## src/rtl/pirq_pkg.sv

```systemverilog
package pirq_pkg;
  localparam int NSRC     = 15;
  localparam int SELW     = 4;
  localparam int DW       = 16;
  localparam int VECW     = 4;
  localparam int NFLAG    = NSRC - 1;
  localparam int CODE_OFS = 6;
  localparam logic [SELW-1:0] SEL_RESET = SELW'(CODE_OFS);

  typedef enum logic [1:0] {
    RA_FLAG = 2'd0,
    RA_MASK = 2'd1,
    RA_SEL  = 2'd2,
    RA_NONE = 2'd3
  } reg_addr_e;

  function automatic logic [SELW-1:0] pos_to_code(input int unsigned pos);
    return SELW'((pos + CODE_OFS) % (1 << SELW));
  endfunction
endpackage

```

## src/rtl/pirq_sync.sv

```systemverilog
module pirq_sync #(
  parameter int STAGES = 2,
  parameter bit RST_VAL = 1'b1
) (
  input  logic clk,
  input  logic rst_n,
  input  logic din,
  output logic dout
);
  logic [STAGES-1:0] chain_q;
  logic [STAGES-1:0] chain_d;

  generate
    if (STAGES == 1) begin : g_one
      always_comb chain_d = din;
    end else begin : g_many
      always_comb chain_d = {chain_q[STAGES-2:0], din};
    end
  endgenerate

  always_ff @(posedge clk or negedge rst_n) begin
    if (!rst_n) chain_q <= {STAGES{RST_VAL}};
    else        chain_q <= chain_d;
  end

  assign dout = chain_q[STAGES-1];
endmodule

```

## src/rtl/pirq_regs.sv

```systemverilog
module pirq_regs
  import pirq_pkg::*;
(
  input  logic             clk,
  input  logic             rst_n,
  input  logic             wr_en,
  input  logic [1:0]       addr,
  input  logic [DW-1:0]    wdata,
  input  logic [NFLAG-1:0] evt,
  input  logic             pin_active,
  output logic [NSRC-1:0]  flag_vec,
  output logic [NSRC-1:0]  mask_vec,
  output logic [SELW-1:0]  sel_code,
  output logic [DW-1:0]    rdata
);
  logic [NFLAG-1:0] flag_q, flag_d, clr_bits;
  logic [NSRC-1:0]  mask_q, mask_d;
  logic [SELW-1:0]  sel_q, sel_d;
  logic             mask_en, sel_en;

  always_comb begin
    clr_bits = '0;
    if (wr_en && reg_addr_e'(addr) == RA_FLAG) clr_bits = wdata[NSRC-1:1];
    flag_d  = (flag_q & ~clr_bits) | evt;
    mask_en = wr_en && reg_addr_e'(addr) == RA_MASK;
    sel_en  = wr_en && reg_addr_e'(addr) == RA_SEL;
    mask_d  = wdata[NSRC-1:0];
    sel_d   = wdata[SELW-1:0];
  end

  always_ff @(posedge clk or negedge rst_n) begin
    if (!rst_n) begin
      flag_q <= '0;
      mask_q <= '0;
      sel_q  <= SEL_RESET;
    end else begin
      flag_q <= flag_d;
      if (mask_en) mask_q <= mask_d;
      if (sel_en)  sel_q  <= sel_d;
    end
  end

  assign flag_vec = {flag_q, pin_active};
  assign mask_vec = mask_q;
  assign sel_code = sel_q;

  always_comb begin
    rdata = '0;
    unique case (reg_addr_e'(addr))
      RA_FLAG: rdata[NSRC-1:0] = flag_vec;
      RA_MASK: rdata[NSRC-1:0] = mask_q;
      RA_SEL:  rdata[SELW-1:0] = sel_q;
      default: rdata = '0;
    endcase
  end
endmodule

```

## src/rtl/pirq_arb.sv

```systemverilog
module pirq_arb
  import pirq_pkg::*;
(
  input  logic [NSRC-1:0] recog,
  input  logic [SELW-1:0] sel_code,
  output logic            any,
  output logic [VECW-1:0] win_idx
);
  logic            elev_hit;
  logic [VECW-1:0] elev_idx, dflt_idx;

  always_comb begin
    elev_hit = 1'b0;
    elev_idx = '0;
    for (int i = 0; i < NSRC; i++) begin
      if (sel_code == pos_to_code(i)) begin
        elev_hit = recog[i];
        elev_idx = VECW'(i);
      end
    end
    dflt_idx = '0;
    for (int i = NSRC - 1; i >= 0; i--) begin
      if (recog[i]) dflt_idx = VECW'(i);
    end
    any     = |recog;
    win_idx = elev_hit ? elev_idx : dflt_idx;
  end
endmodule

```

## src/rtl/pirq_ctrl.sv

```systemverilog
module pirq_ctrl
  import pirq_pkg::*;
#(
  parameter int SYNC_STAGES = 2
) (
  input  logic             clk,
  input  logic             rst_n,
  input  logic [NFLAG-1:0] evt_pulse,
  input  logic             irq_n,
  input  logic             reg_wr,
  input  logic [1:0]       reg_addr,
  input  logic [DW-1:0]    reg_wdata,
  output logic [DW-1:0]    reg_rdata,
  input  logic             cpu_i_bit,
  input  logic             int_ack,
  output logic             int_req,
  output logic [VECW-1:0]  int_vec
);
  logic            pin_n_sync;
  logic [NSRC-1:0] flag_vec, mask_vec, recog;
  logic [SELW-1:0] sel_code;
  logic            any;
  logic [VECW-1:0] win_idx;
  logic            hold_q, hold_d;
  logic            req_q, req_d;
  logic [VECW-1:0] vec_q;

  pirq_sync #(.STAGES(SYNC_STAGES), .RST_VAL(1'b1)) u_sync (
    .clk(clk), .rst_n(rst_n), .din(irq_n), .dout(pin_n_sync)
  );

  pirq_regs u_regs (
    .clk(clk), .rst_n(rst_n), .wr_en(reg_wr), .addr(reg_addr),
    .wdata(reg_wdata), .evt(evt_pulse), .pin_active(~pin_n_sync),
    .flag_vec(flag_vec), .mask_vec(mask_vec), .sel_code(sel_code),
    .rdata(reg_rdata)
  );

  assign recog = flag_vec & mask_vec;

  pirq_arb u_arb (
    .recog(recog), .sel_code(sel_code), .any(any), .win_idx(win_idx)
  );

  always_comb begin
    hold_d = hold_q;
    if (cpu_i_bit)    hold_d = 1'b0;
    else if (int_ack) hold_d = 1'b1;
    req_d = any && !cpu_i_bit && !hold_q && !int_ack;
  end

  always_ff @(posedge clk or negedge rst_n) begin
    if (!rst_n) begin
      hold_q <= 1'b0;
      req_q  <= 1'b0;
      vec_q  <= '0;
    end else begin
      hold_q <= hold_d;
      req_q  <= req_d;
      vec_q  <= win_idx;
    end
  end

  assign int_req = req_q;
  assign int_vec = vec_q;
endmodule

```

## config.mk

```make
export PLATFORM = sky130hd
export DESIGN_NAME = pirq_ctrl
export DESIGN_NICKNAME = d
export VERILOG_FILES = /design/src/rtl/pirq_pkg.sv /design/src/rtl/pirq_sync.sv /design/src/rtl/pirq_regs.sv /design/src/rtl/pirq_arb.sv /design/src/rtl/pirq_ctrl.sv
export SDC_FILE = /design/constraint.sdc
export NUM_CORES = 1
export LEC_CHECK = 0
export BUFFER_PORTS_ARGS = -buffer_cell sky130_fd_sc_hd__buf_2
export CAP_MARGIN = 10
export CORE_MARGIN = 3
export CORE_UTILIZATION = 48
export DETAILED_ROUTE_END_ITERATION = 12
export GPL_ROUTABILITY_DRIVEN = 0
export HOLD_SLACK_MARGIN = 0.03
export PLACE_DENSITY = 0.82
export SYNTH_ARGS = -nofsm -noshare
export SYNTH_HDL_FRONTEND = slang
export SYNTH_SLANG_ARGS = --single-unit
```

## constraint.sdc

```tcl
create_clock -name clk -period 1.8 [get_ports clk]
set_input_delay 0.09 -clock clk [delete_from_list [all_inputs] [get_ports clk]]
set_output_delay 0.09 -clock clk [all_outputs]
set_load 0.01 [all_outputs]
```

-- Word-level counts from Yosys, hierarchy flattened
Index checks and enable logic that the tools add are counted.
- bits in registers: 41
- input port bits: 38
- output and inout port bits: 21
- logic and storage cells: 91
- equal/unequal tests: 16
- muxes and demuxes: 50
- bitwise logic cells: 5
- reductions and logical operators: 13
- operator list (kind ; count):
    4-bit two-way mux ; 23
    4-bit equality test, second input constant ; 8
    11-bit one-hot mux with 2 select lines ; 1
    1-bit two-way mux ; 18
    15-bit bitwise AND ; 1
    15-bit OR reduction ; 1
    14-bit bitwise AND ; 1
    14-bit two-way mux ; 1
    14-bit inverter ; 1
    14-bit bitwise OR ; 1
    4-bit by 3-bit equality test with 1-bit output, second input constant ; 3
    3-bit two-way mux ; 4
    4-bit one-hot mux with 3 select lines ; 1
    4-bit by 2-bit equality test with 1-bit output, second input constant ; 2
    1-bit logical AND ; 6
    4-bit by 1-bit equality test with 1-bit output, second input constant ; 1
    4-bit zero test ; 1
    2-bit two-way mux ; 2
    1-bit zero test ; 3
    2-bit by 1-bit equality test with 1-bit output, second input constant ; 1
    2-bit equality test, second input constant ; 1
    2-bit zero test ; 1
    2-bit nonzero test ; 1
    1-bit inverter ; 1

-- Longest topological paths before layout
Gate-level depths: netlist (run 1).
- depth in word-level cells: 18
- gate-level depth with buffers: 8
- gate-level depth less buffers: 6

-- Modules after synthesis
From an unflattened synthesis (run 1), not the netlist that was laid out.
- cell total of the unflattened synthesis: 234
- area, all modules: 2443.6 sq um
- by module, submodules not included (module ; times used ; cells each ; area an instance (sq um) ; seq. area each (sq um)):
    pirq_regs ; 1 ; 137 ; 1612.8 ; 828.3
    pirq_arb ; 1 ; 71 ; 505.5 ; 0.0
    pirq_ctrl ; 1 ; 24 ; 272.8 ; 150.1
    pirq_sync ; 1 ; 2 ; 52.6 ; 52.6

-- Worst setup path before layout (run 1)
Ideal clock, no wire load.
- kind: reg-to-reg
- start point: register u_regs.sel_q[1] (netlist: u_regs.sel_code[1])
- end point: register vec_q[2] (netlist: int_vec[2])
- setup time: 125 ps
- arrival: 1599 ps
- required time: 1675 ps
- path slack: 76 ps
- stages on the path, launching flop included: 8
- path buffers: 2
- period minus slack after synthesis: 1724 ps
- cell sequence: dfstp_2 > buf_4 > buf_4 > o21ai_1 > a31oi_1 > nand2_2 > o211ai_2 > mux2_4
- cells in the longest elaborated chain, start to end: 17
- elaborated cells between the ends (all ways): 42
- those cells by class: 14 x eq/ne; 27 x mux; 1 x reduce/logical
- ends and longest elaborated chain (what ; RTL line ; text):
    start, declared ; pirq_regs.sv:18 ; logic [SELW-1:0] sel_q, sel_d;
    start signal, assigned ; pirq_regs.sv:39 ; if (sel_en) sel_q <= sel_d;
    4-bit by 3-bit equality test with 1-bit output ; pirq_arb.sv:16 ; if (sel_code == pos_to_code(i)) begin
    1-bit two-way mux (15 in series) ; pirq_arb.sv:16 ;
    4-bit two-way mux (*) ; pirq_arb.sv:26 ; win_idx = elev_hit ? elev_idx : dflt_idx;
    named net u_arb.win_idx[2] ; pirq_arb.sv:7 ; output logic [VECW-1:0] win_idx
    end signal, assigned ; pirq_ctrl.sv:60 ; vec_q <= win_idx;
    end, declared ; pirq_ctrl.sv:26 ; logic [VECW-1:0] vec_q;
Mark *: on every way through the listed nets, which the timed path passes. The rest lies on a longest branch.
A chain may end at the register's enable or synchronous reset.

-- Final worst setup path (run 1)
- start point: register u_regs.sel_q[2] (netlist: u_regs.sel_code[2])
- end point: register vec_q[1] (netlist: int_vec[1])
The elaborated chain is that of the path after synthesis.

==> results of run 1 <==
==> synthesized netlist by cell type, types with 2 or more instances <==
library cell  count
nor3_1            2
buf_2             5
nor2_1           19
a211oi_1          3
clkbuf_1          2
o21ai_0           9
a22oi_1           2
o31a_1            2
mux2i_1          14
nand4_1           2
nand2_1          40
a31oi_1           3
or3_1             3
dfrtp_1          37
dfstp_2           4
inv_1             3
a21o_1           15
buf_4             6
a41oi_1           2
nor2b_1           4
nor4_1            2
and2_1            2
nand3_1           8
mux2_2           19
a21oi_1          11
==> flip-flops by register name, summed over array words and instances (netlist names) <==
name             flops
u_sync.chain_q       2
u_regs.sel_code      4
int_req              1
u_regs.flag_q       14
u_regs.mask_vec     15
int_vec              4
hold_q               1
==> layout make-up <==
class | count | area, sq um | share of cell area [%]
clock buffer | 5 | 68.8 | 2.11
clock inverter | 3 | 46.3 | 1.42
inverter | 3 | 11.3 | 0.345
multi-input combinational | 184 | 1270 | 39.0
sequential | 41 | 1030 | 31.6
tap | 65 | 81.3 | 2.49
timing repair buffer | 107 | 752 | 23.0
==> metrics by stage <==
step,util [%],power [uW]
after global placement,61.1,2090
after detailed placement,61.1,2130
after global routing,72.0,3280
after CTS,68.7,2960
after floorplan,-,1790
final,72.0,3120
==> path summary, 6_finish.rpt <==
path / depth (start not counted) / to / start / slack [ns]
setup reg to reg: 6 / int_vec[1] / u_regs.sel_code[2] / -0.02
hold / removal: 2 / u_regs.mask_vec[13] / reg_wdata[13] / 0.04
hold reg to reg: 0 / u_sync.chain_q[1] / u_sync.chain_q[0] / 0.36
min in group asynchronous: 3 / u_regs.mask_vec[2] / rst_n / 0.38
max in group asynchronous: 3 / u_regs.sel_code[0] / rst_n / 1.03
setup / recovery: 6 / int_vec[1] / u_regs.sel_code[2] / -0.02
==> report_power, final <==
group / internal, uW / leakage, uW / switching (uW)
clock: 415 / 0.0000543 / 337
sequential: 1070 / 0.000445 / 133
combinational: 576 / 0.000990 / 590
total: 2060 / 0.00149 / 1060
==> worst max-delay path, delay by kind of cell (launching register included) <==
family	cells	cell delay (ns)
buffers and inverters	1	0.10
AO/OA/AOI/OAI	3	0.55
AND/OR/NAND/NOR	2	0.45
flip-flops	1	0.60
==> layer usage <==
metal	vias up	share of wire, %	routed length, um
met5	-	0	0
met4	0	3.9	260
met3	31	7.6	512
met2	130	49	3270
met1	1118	40	2690
li1	1070	-	-
==> logic make-up (layout without fill, tap and decap cells) <==
logic type | after synthesis | in the layout
buffers and inverters | 18 | 118
other | 1 | 1
muxes | 34 | 34
and+or+nand+nor | 90 | 90
AOI/OAI and AO/OA | 59 | 59
DFF | 41 | 41
==> what timing repair did <==
| item | in CTS | in global routing |
|---|---|---|
| endpoints found under the setup margin | 4 | 4 |
| pin swaps | 0 | 7 |
| endpoints found under the hold margin | 54 | 0 |
| gates cloned | 0 | 1 |
| buffers inserted | 5 | 7 |
| hold buffers | 19 | 0 |
| gates resized for setup | 3 | 24 |
==> reports/results.txt, run 1 <==
The run gives 0.00571 ns as the clock skew. Yosys printed 0 warnings. The number of cells produced by synthesis came out at 243. Once the floorplan was initialized, standard cells occupied 51.4% of the core.

The checks that failed: negative setup slack. The complex-gate fraction of the synthesized area works out to 17.7%. The biggest area contributor in the post-synthesis netlist is dfrtp_1. The actual transition at the worst max-transition pin is 0.523 ns, and the core box area is 4530 sq um.

TritonCTS built the clock tree. The xor and xnor area share after synthesis was 0%; the number of CTS-inserted buffers was 5. The final critical-path setup slack is -0.0193 ns, and the proportion of synthesized area in mux cells is 15.8%. The commonest non-fill, non-tap cell in the layout is buf_2.

Type of the worst min-delay path: in -> reg. Final cell area excluding filler cells: 3270 sq um. For the number of buffers on the longest clock path, the log shows 2. The tools report the highest achievable clock rate as 550 MHz.

The library cells used most frequently in the layout, excluding fill and tap cells, are 57 x buf_2, 39 x nand2_1, 35 x dfrtp_1. Data on the critical path arrives at its endpoint at 2.00 ns. Minimum clock period: 1.82 ns.

Clock-pin slew was measured on the worst setup and hold paths at 0.08 ns. The largest fanout on the critical path was 4; the number of setup violations in the final report was 1. After global routing, the most crowded layer is met2.

Setup repair after global routing could not meet its margin everywhere. By startpoint and endpoint, the worst setup path is classified as reg -> reg. The via count of the routed design is 2,349, and the proportion of synthesized chip area in sequential cells is 44.2%.

The share of the synthesized area in the top cell type was 39.7%; the remaining antenna violation count after routing was 0. Summing the areas of all fa, ha and maj instances in the mapped netlist gives 0% of the synthesized area. The analysis attributes to cell leakage a power of 0.00149 uW. On the critical path, the stage with the largest delay is an instance of dfstp_2.

The floorplan step defined a die boundary enclosing 5730 sq um. Across all hold checks on the routed design, the worst slack comes to 0.0353 ns. The placed instance count came out at 368.

For this run, design rule violations remaining after detail routing come to 0. Number of antenna violations at the first check in global routing: 0. The layout net count is 380. In this run the tightest slew margin relative to its limit is 65.2%. Global routing used 37.0% of the available met2 tracks. On the worst path, the slowest cell contributes a delay of 0.60 ns. The aggregate global-route resource usage is 23.0%, and the number of library cell types mapped by synthesis is 49. The routed design has 6.73 mm of wire. After synthesis, the largest family of logic cells by area is compound AO/OA/AOI/OAI gates. Global routing finished with a remaining overflow of 0. The post-layout instance count excluding filler cells is 408. Buffers placed on the I/O ports in this run total 56. After synthesis, the mean cell area works out to 9.60 sq um.

The worst setup path is launched from a flip-flop. The placed instances occupy a cell area of 2770 sq um. The required time at the worst-slack endpoint was 1.99 ns; the total clock sinks was 41. The synthesized flop and latch total came out at 41. The width of the chip is 75.7 um, and the number of ports placed on the die boundary is 59. The simple logic cell fraction of the synthesized area came out at 17.7%. The total of max-cap violations was 0.

In the synthesized netlist the dominant register cell turns out to be dfrtp_1. The fraction of final layout cells with drive strength greater than 1 came out at 40.8%. Adding up every negative setup slack in the final design gives -0.0193 ns. Prior to clock tree synthesis, the placed netlist has a worst setup slack of -0.105 ns. Clock latency on the worst-skew pair, taken at its later pin, is 0.30 ns. The fraction of met1 tracks used by global routing is 29.8%.

Fraction of synthesis flops using an asynchronous set or reset pin: 100%. When the netlist entered floorplanning its net count stood at 281. The average wire per cell in the routed design came out at 16.5 um.

The count of TritonRoute iterations in the first routing pass is 6. The die is 75.7 um tall. Dividing total power by cell area gives a power density of 955 nW/um^2. The mapped netlist covers 2330 sq um. Relative to the synthesized area, the layout overhead comes to 40.1%. STA classifies the critical path endpoint as a flip-flop. Entering global routing, the biggest net connects 42 pins. Of the available clock period, the critical path in the final layout requires 101%.

IR analysis of the VDD net gives a maximum drop of 0.684 mV. The max-slew violation count was 0. The tools report the met3 track utilization from global routing as 5.15%. The via-per-instance ratio works out to 5.76. The count of final hold-check violations was 0.

The number of global-route vias before repair is 2,155, and the number of rows created at floorplan is 24. The signal on the critical path passes through inv_1 -> or3_1 -> o31a_1 -> nand2_2 -> a21oi_2 -> a31o_1. Counting the fill cells in the layout gives 296.

The library cell used as clock root buffer was clkbuf_8. For the initial detailed-routing violation count, the log shows 217. The run finished, with violations left. The number of flops mapped to enable cells by yosys came out at 0. The number of antenna diodes in the final layout is 0.

CTS built an H-tree with a depth of 2. By area the synthesized netlist is led by dfrtp_1 40%, mux2_2 9.2%, nand2_1 6.4%, mux2i_1 6.0%, a21o_1 4.8%. The first global-routing pass estimated 10.0 mm of wire. Summed over all nets, the half-perimeter wirelength after detailed placement is 4.42 mm.
(Power assumes the default switching activity.)
==> run 2: changes to the inputs <==
==> constraint.sdc (replaced) <==
create_clock -name clk -period 1.8 [get_ports clk]
set_input_delay 0 -clock clk [delete_from_list [all_inputs] [get_ports clk]]
set_output_delay 0 -clock clk [all_outputs]
set_load 0.01 [all_outputs]
==> run 2 against run 1 <==
Net effect:
- cell count increased by 6.1%
- count of clock-buffer cells in the layout unchanged
- non-clock buffer count grew 25
- critical path depth increased by 1
- final area increased by 6.7%
- first-iteration DRC count rose by 39%
- flip-flop and latch count unchanged
- critical path type unchanged
- routed wire length increased by 16%
- sequential power about the same
- the flow still finishes with violations (negative setup slack)
- global-route usage up 2.7 points
- register-to-register slack got worse by 0.07 ns
==> reports/results.txt, run 2 (synthesis gave the netlist of run 1 again) <==
The initial detailed-routing violation count was 302 (+39%). The highest achievable clock rate was 530 MHz (-3.7%). The library cell used most frequently in the layout, excluding fill and tap cells, is buf_2. The number of antenna violations at the first check in global routing is 0 (unchanged), and the actual transition at the worst max-transition pin is 0.524 ns (+0.000907 ns). The average wire per cell in the routed design was 18.0 um (+9.3%); the remaining antenna violation count after routing was 0 (unchanged). The final reports fail on negative setup slack. The tools report the final critical-path setup slack as -0.0884 ns (-0.0691 ns).

The post-CTS clock slew at the launch and capture registers of the worst setup and hold paths is 0.10 ns (+0.02 ns), and the total of max-cap violations is 0 (unchanged). The run gives 3.12 mm (+16%) as the length of routed wiring on met1. The clock skew was 0.0203 ns (+0.0146 ns); the global-route wire length before repair was 11.1 mm (+10%). The number of buffers on the longest clock path is 2 (unchanged), and the number of cells on the worst reg-to-reg path is 7 (+1).

The tools report the number of rows created at floorplan as 24 (unchanged). The width of the chip is 75.7 um (unchanged), and the worst slew slack as a fraction of its limit is 65.1% (about the same). For the count of antenna diodes in the layout, the log shows 0 (unchanged). The capture point of the worst reg-to-reg path was int_vec[1]. STA classifies the critical path endpoint as a flip-flop. The number of flip-flops under the largest register name was 15 (unchanged).

For the layout net count, the log shows 405 (+6.6%). The area enclosed by the die boundary is 5730 sq um (unchanged), and the number of setup violations in the final report is 3 (+2). The via-per-instance ratio works out to 5.78 (+0.44%).

The tools report the library cell used as clock root buffer as clkbuf_8. The routed length on met3 was 569 um (+11%); the count of TritonRoute iterations in the first routing pass was 5 (-1). The tools report the placed instance count as 367 (-0.27%). The logs give 4530 sq um (unchanged) for the core box area and 2 (unchanged) for the number of H-tree branching levels. The logs give 5 (unchanged) for the number of CTS-inserted buffers and 1.98 ns (about the same) for the required time at the worst-slack endpoint.

Number of buffers inserted by port buffering: 56 (unchanged). The number of ports placed on the die boundary is 59 (unchanged). The path class of the tightest hold or removal check is in -> reg. TritonCTS built the clock tree.

The critical path goes through buf_4 -> nand3_1 -> a211oi_2 -> o32ai_2 -> nand2_2 -> a21oi_2 -> a31o_1. The slack of the worst reg-to-reg path is -0.09 ns (-0.07 ns), and the final routed DRC violation total is 0 (unchanged). The routed length on met2 was 3.72 mm (+14%). The via count of the routed design was 2,504 (+6.6%); the total clock sinks was 41 (unchanged).

Critical setup path kind: reg -> reg. The data arrival time of the worst path was 2.07 ns (+0.07 ns). Leaving out fill and tap cells, the most frequent cells in the layout are 56 x buf_2, 48 x dlygate4sd3_1, 39 x nand2_1. For the total power after layout, the log shows 3040 uW (-2.7%). Starting density of the core: 51.4% (unchanged).

The maximum vdd ir drop was 0.565 mV (-17%); the post-layout instance count excluding filler cells was 433 (+6.1%). The highest layer touched by signal routing is met4. The instance area after placement is 2740 sq um (-1.2%), and the largest incremental delay on the critical path is 0.62 ns (+0.02 ns). The fraction of final layout cells with drive strength greater than 1 is 37.2% (-3.6 points), and the overflow left after global routing is 0 (unchanged). The logs give 269 (-9.1%) for the fill cell instance count of the final layout and 25.7% (+2.7 points) for the aggregate global-route resource usage. Worst setup path endpoint: int_vec[1].

STA classifies the critical path startpoint as a flip-flop. The placed wire-length estimate after detailed placement is 4.42 mm (about the same). For the total leakage power, the log shows 0.00154 uW (+3.3%). The total wire length after detailed routing is 7.80 mm (+16%). Setup repair after global routing could not meet its margin everywhere. The largest fanout on the critical path was 5 (+1). The number of global-route vias before repair is 2,302 (+6.8%), and the pin count of the biggest net entering global routing is 42 (unchanged). The flow ran to the end, but the final reports show violations. For the max-slew violation count, the log shows 0 (unchanged).

The slowest library cell on the worst path was dfstp_2. The count of final hold-check violations is 0 (unchanged), and the insertion delay of the later-clocked pin in the worst-skew pair is 0.31 ns (about the same). The die outline height was 75.7 um (unchanged). The share of the clock period used by the worst path was 105% (+3.8 points); the final cell area excluding filler cells was 3490 sq um (+6.7%). The ratio of total power to cell area works out to 871 nW/um^2 (-8.8%). The post-synthesis to final-layout area growth works out to 49.5%. In this run the critical register-to-register path is launched from u_regs.sel_code[2].

Tracing the worst setup path back leads to its startpoint at u_regs.sel_code[2]. Minimum clock period: 1.89 ns (+0.0691 ns).
## run 2: cell count changes in the layout (fill, tap and decap cells not counted), sizes merged
cell	before	now
clkinv	1	2
bufinv	1	0
dlygate4sd3	19	48
buf	88	84
## run 2: worst min-delay path by stage
stage	from	to	slack, ns	cells after the start
after floorplan	rst_n	hold_q	-0.30	0
after global placement	rst_n	int_req	0.09	2
after detailed placement	rst_n	int_req	0.1	2
after CTS	reg_wr	u_regs.mask_vec[3]	0.15	3
after global routing	reg_wr	u_regs.mask_vec[3]	0.17	3
final	reg_wr	u_regs.mask_vec[3]	0.15	3
## run 2: metal layers
layer	vias up	track usage, %
li1	1121	-
met2	171	43.2
met1	1160	33.5
met3	52	4.62
met4	0	8.93
met5	-	0
## run 2: layout make-up
type	count	area [sq um]	share of cell area, %
clock buffers	5	68.8	1.97
inverters	3	11.3	0.323
well taps	65	81.3	2.33
clock inverters	3	17.5	0.503
repair buffers	132	995	28.5
multi-input cells	184	1280	36.8
flip-flops and latches	41	1030	29.6
## run 2: what timing repair did
action	4_1_cts	5_1_grt
hold buffers	48	0
setup endpoints to repair	3	4
resized for setup	2	24
setup buffers	2	8
hold endpoints to repair	73	0
pin swaps	0	9
## run 2: critical path, delay by kind of cell, from the launching register on
kind,cells,cell delay [ns]
buf+inv,1,0.14
flops,1,0.62
simple gates,2,0.25
compound gates,4,0.75
## run 2: power breakdown
part,leakage (uW),internal (uW),switching (uW),total [uW]
logic,0.00105,596,642,1240
clock network,0.0000439,268,343,611
registers,0.000447,1070,122,1190
total,0.00154,1930,1110,3040
## run 2: per-stage QoR
step                TNS [ns]  worst slack [ns]  util (%)  hold WS (ns)
floorplan                  0            0.0758         -        -0.296
global placement           0            0.0325      60.3        0.0918
detailed placement   -0.0583           -0.0293      60.3        0.0976
CTS                        0           0.00253      73.3         0.145
global route          -0.323            -0.128      76.9         0.166
finish                -0.180           -0.0884      76.9         0.145
